[src/rtl/serxfer_pkg.sv]
package serxfer_pkg;
  typedef enum logic {ST_IDLE = 1'b0, ST_SHIFT = 1'b1} xfer_state_e;
endpackage

[src/rtl/serxfer_seq.sv]
module serxfer_seq import serxfer_pkg::*; #(
  parameter int W = 8,
  localparam int CW = (W > 1) ? $clog2(W) : 1
) (
  input  logic          clk,
  input  logic          clr,
  input  logic          start,
  output logic          run,
  output logic          done,
  output logic [CW-1:0] cnt
);
  xfer_state_e st;
  logic last_shift;

  assign last_shift = (cnt == CW'(W - 1));
  assign run        = (st == ST_SHIFT);

  always_ff @(posedge clk) begin
    if (clr) begin
      st   <= ST_IDLE;
      cnt  <= '0;
      done <= 1'b0;
    end else begin
      done <= 1'b0;
      case (st)
        ST_IDLE: begin
          if (start) begin
            st  <= ST_SHIFT;
            cnt <= '0;
          end
        end
        default: begin
          if (last_shift) begin
            st   <= ST_IDLE;
            cnt  <= '0;
            done <= 1'b1;
          end else begin
            cnt <= cnt + 1'b1;
          end
        end
      endcase
    end
  end
endmodule

[src/rtl/serxfer_ring.sv]
module serxfer_ring #(
  parameter int W = 8
) (
  input  logic         clk,
  input  logic         clr,
  input  logic         shift,
  input  logic         load,
  input  logic [W-1:0] data,
  output logic [W-1:0] q
);
  function automatic logic [W-1:0] rot_step(input logic [W-1:0] v);
    return {v[W-2:0], v[W-1]};
  endfunction

  always_ff @(posedge clk) begin
    if (clr)        q <= '0;
    else if (shift) q <= rot_step(q);
    else if (load)  q <= data;
  end
endmodule

[src/rtl/serxfer_sink.sv]
module serxfer_sink #(
  parameter int W = 8
) (
  input  logic         clk,
  input  logic         clr,
  input  logic         shift,
  input  logic         sin,
  output logic [W-1:0] q
);
  function automatic logic [W-1:0] push_step(input logic [W-1:0] v, input logic b);
    return {v[W-2:0], b};
  endfunction

  always_ff @(posedge clk) begin
    if (clr)        q <= '0;
    else if (shift) q <= push_step(q, sin);
  end
endmodule

[src/rtl/serxfer.sv]
module serxfer #(
  parameter int W = 8
) (
  input  logic         clk,
  input  logic         clr,
  input  logic         load_en,
  input  logic [W-1:0] load_data,
  input  logic         start,
  output logic         busy,
  output logic         done,
  output logic [W-1:0] src_q,
  output logic [W-1:0] dst_q
);
  localparam int CW = (W > 1) ? $clog2(W) : 1;

  logic          shift_fire;
  logic          load_ok;
  logic          tap_bit;
  logic [CW-1:0] seq_cnt;

  assign load_ok = load_en & ~shift_fire;
  assign tap_bit = src_q[W-1];
  assign busy    = shift_fire;

  serxfer_seq #(.W(W)) u_seq (
    .clk(clk), .clr(clr), .start(start),
    .run(shift_fire), .done(done), .cnt(seq_cnt)
  );

  serxfer_ring #(.W(W)) u_src (
    .clk(clk), .clr(clr), .shift(shift_fire),
    .load(load_ok), .data(load_data), .q(src_q)
  );

  serxfer_sink #(.W(W)) u_dst (
    .clk(clk), .clr(clr), .shift(shift_fire),
    .sin(tap_bit), .q(dst_q)
  );
endmodule

[config.mk]
export PLATFORM = sky130hd
export DESIGN_NAME = serxfer
export DESIGN_NICKNAME = d
export VERILOG_FILES = /design/src/rtl/serxfer_pkg.sv /design/src/rtl/serxfer_seq.sv /design/src/rtl/serxfer_ring.sv /design/src/rtl/serxfer_sink.sv /design/src/rtl/serxfer.sv
export SDC_FILE = /design/constraint.sdc
export NUM_CORES = 1
export LEC_CHECK = 0
export BUFFER_PORTS_ARGS = -buffer_cell sky130_fd_sc_hd__buf_4
export CAP_MARGIN = 10
export CORE_MARGIN = 1
export CORE_UTILIZATION = 34
export CTS_CLUSTER_DIAMETER = 120
export DETAILED_ROUTE_END_ITERATION = 7
export PLACE_DENSITY = 0.57
export SLEW_MARGIN = 40
export SYNTH_ARGS = -nofsm -noshare
export SYNTH_HDL_FRONTEND = slang
export SYNTH_HIERARCHICAL = 1
export SYNTH_SLANG_ARGS = --single-unit
[constraint.sdc]
create_clock -name clk -period 1.78 [get_ports clk]
set_input_delay 0.178 -clock clk [delete_from_list [all_inputs] [get_ports clk]]
set_output_delay 0.178 -clock clk [all_outputs]
set_load 0.01 [all_outputs]
==> metrics <==
drc violations=0; Reg clk slew, reported paths=approximately 0.11 ns; Starting DRT DRC Count=9; Cell Pwr Density=between 700 and 800 mW/mm^2; layout cells sized above 1=0.330; Core Region=0.00248 sq mm; Crit Reg-Reg Startpoint=u_seq/run; status=finished clean; clk_lat worst skew=~0.30 ns; Post-synth EDFFs=0; Tcrit/Tclk final=0.752; leakage=0.000521 uW; R2R cell count=3; share of total power in the clock network=0.257; FP Rows=18; CTS Sinks=21; sw frac=0.253; Max VDD drop=between 0.6 and 0.7 mV; worst slew pin tran=0.502 ns; Int Pwr=around 660 uW; WHS Path Cells=3; area of all sequential standard cells=420 sq um; total wire length=between 1500 and 2000 um; initial antenna violation count=0; critical path's largest stage delay=0.65 ns; Critical Path Sink Type=output port; R2R Setup Slk=0.45 ns; via count=around 700; cells after synthesis=roughly 80; Synthesized Nets=between 90 and 100; worst path cell trace=buf_4; CP Data Arrival Time=1.16 ns; Slowest-stage cell, CP=dfxtp_1; final core utilization=0.463; Final Instance Area=0.00115 sq mm; Hold Path Sink=u_seq/cnt[2]; placed cell areas=between 0.001 and 0.0015 sq mm; Req. time, crit path=roughly 1.6 ns; Synth cell types=17; DIE AREA=around 0.0028 sq mm; Post-Route Setup TNS=0 ns; Worst Clk Skew=slightly above 0.003 ns; RSZ-0062 raised after global routing=no; GPL Wtd Cong=between 0.6 and 0.7; Yosys warning count=6; ant diodes=0; synthesized cell area=just under 900 sq um; GRT Util Overall=0.130; FF-to-FF End=u_dst/q[3]; drt pass-1 iters=4; critical path class=flip-flop to output port; hold crit path type=primary input to flip-flop; crit-path max FO=16; port bufs=29; Max Cap Viol=0; Num CTS Buffers=3; sequential share of power=0.587; ranking of synthesized cells by area=dfxtp_1, mux2i_1, a211oi_1; clock tree from TritonCTS=yes; count leader, synth=dfxtp_1; Overflow after GRT=0; cts hold-fix bufs=0; die width=53.1 um; post_cts resized=0; Buf+Inv Stages, Crit Path=1; final setup vio count=0; Net Sw Power=~220 uW; Post-CTS Repair Setup Buffers=0; Yosys reg bits=21; fmax=747 MHz; critical path launch point type=flip-flop; fin. max-slew vios=0; Initial Util=0.358; pin count of the biggest net entering global routing=22; Logic pwr share=0.156; crit-path leading delay family=flip-flops; P&R area growth vs syn=29.2%; multi-input logic area=roughly 430 sq um; fraction of registers with async set/reset=0; # IOs=30; Post-synth top cells=dfxtp_1, mux2i_1, a211oi_1, nor2_1, nor2b_1; per-cell routed wire length=approximately 12 um; share of the synthesized area in the top cell type=0.474; Detail Route Antenna Nets=0; fin crit period=1.34 ns; fill cell count=roughly 250; leading area contributor after synthesis=dfxtp_1; Post-synth top flop=dfxtp_1; Die H=roughly 53 um; clock root cell=clkbuf_4; drt via density=4.92; first-pass GRT wire length=~2600 um; CTS Buffer Depth=2; relative slew slack=0.665; fin nets=roughly 130; syn avg cell area=around 11 sq um; Final Hold Viols=0; post-synthesis sequential area ratio=0.474; vias in the first global route=about 600; HPWL Detailed=between 1000 and 1500 um; H-Tree Depth=1; min-delay src=start
cell usage in the layout (no fill, tap or decap), types with 2 or more instances in the layout:
cell,Yosys,routed
mux2i_1,16,16
ha_1,3,3
a211oi_1,9,9
a21oi_1,2,2
nor2_1,9,9
nand2_1,2,2
clkbuf_4,0,3
buf_4,0,30
nor2b_1,8,8
dfxtp_1,21,21
or3b_1,2,2
registers in the layout, indices dropped and copies added (netlist names):
name	cells
u_dst/q	8
u_src/q	8
u_seq/cnt	3
u_seq/done	1
u_seq/run	1
kinds of logic after synthesis:
family,count (synthesis),synth area share
simple gates,24,0.164
flops,21,0.474
mux,16,0.181
compound gates,12,0.0973
buf+inv,6,0.0423
fa+ha+maj,3,0.0423
layout make-up:
class / count / share of cell area
clock buffers: 4 / 0.0229
inverters: 2 / 0.00655
multi-input cells: 55 / 0.374
flip-flops and latches: 21 / 0.367
well taps: 30 / 0.0328
repair buffers: 30 / 0.197
metal layers:
| layer | track usage | share of wire | vias up |
|---|---|---|---|
| met5 | 0 | 0 | - |
| met4 | 0.0526 | 0.0089 | 0 |
| met3 | 0.0603 | 0.052 | 2 |
| met2 | 0.209 | 0.46 | 16 |
| met1 | 0.148 | 0.47 | 332 |
| li1 | - | - | 349 |
through the flow:
| stage | worst slack [ns] | hold slack [ns] | total power, uW | std cells |
|---|---|---|---|---|
| after CTS | 0.414 | 0.140 | 891 | 142 |
| after global placement | 0.478 | 0.474 | 664 | 138 |
| after global routing | 0.349 | 0.136 | 929 | 142 |
| final | 0.441 | 0.155 | 877 | 142 |
| after floorplan | 0.527 | 0.247 | 604 | 82 |
| after detailed placement | 0.464 | 0.469 | 664 | 138 |
power by group through the flow:
| stage | logic (uW) | clock network, uW | registers [uW] |
|---|---|---|---|
| 3_5_place_dp | 137 | 0 | 527 |
| 4_1_cts | 138 | 236 | 516 |
| 5_1_grt | 149 | 260 | 520 |
| 2_1_floorplan | 72.0 | 0 | 532 |
| 3_3_place_gp | 138 | 0 | 526 |
| 6_report | 137 | 225 | 515 |
how the worst max path moves through the flow:
stage	endpoint	from	cells past startpoint	slack [ns]
final	busy	u_seq/run	1	0.44
after floorplan	u_src/q[7]	u_seq/run	4	0.53
after global routing	busy	u_seq/run	1	0.35
after global placement	u_src/q[0]	u_seq/run	3	0.48
after CTS	busy	u_seq/run	1	0.41
after detailed placement	u_dst/q[4]	u_seq/run	3	0.46
worst min-delay path, cell delays in order:
cell     delay [ns]
buf_4          0.09
or3b_1         0.09
a21oi_1        0.05
No activity file was read; power rests on OpenSTA's default activity.
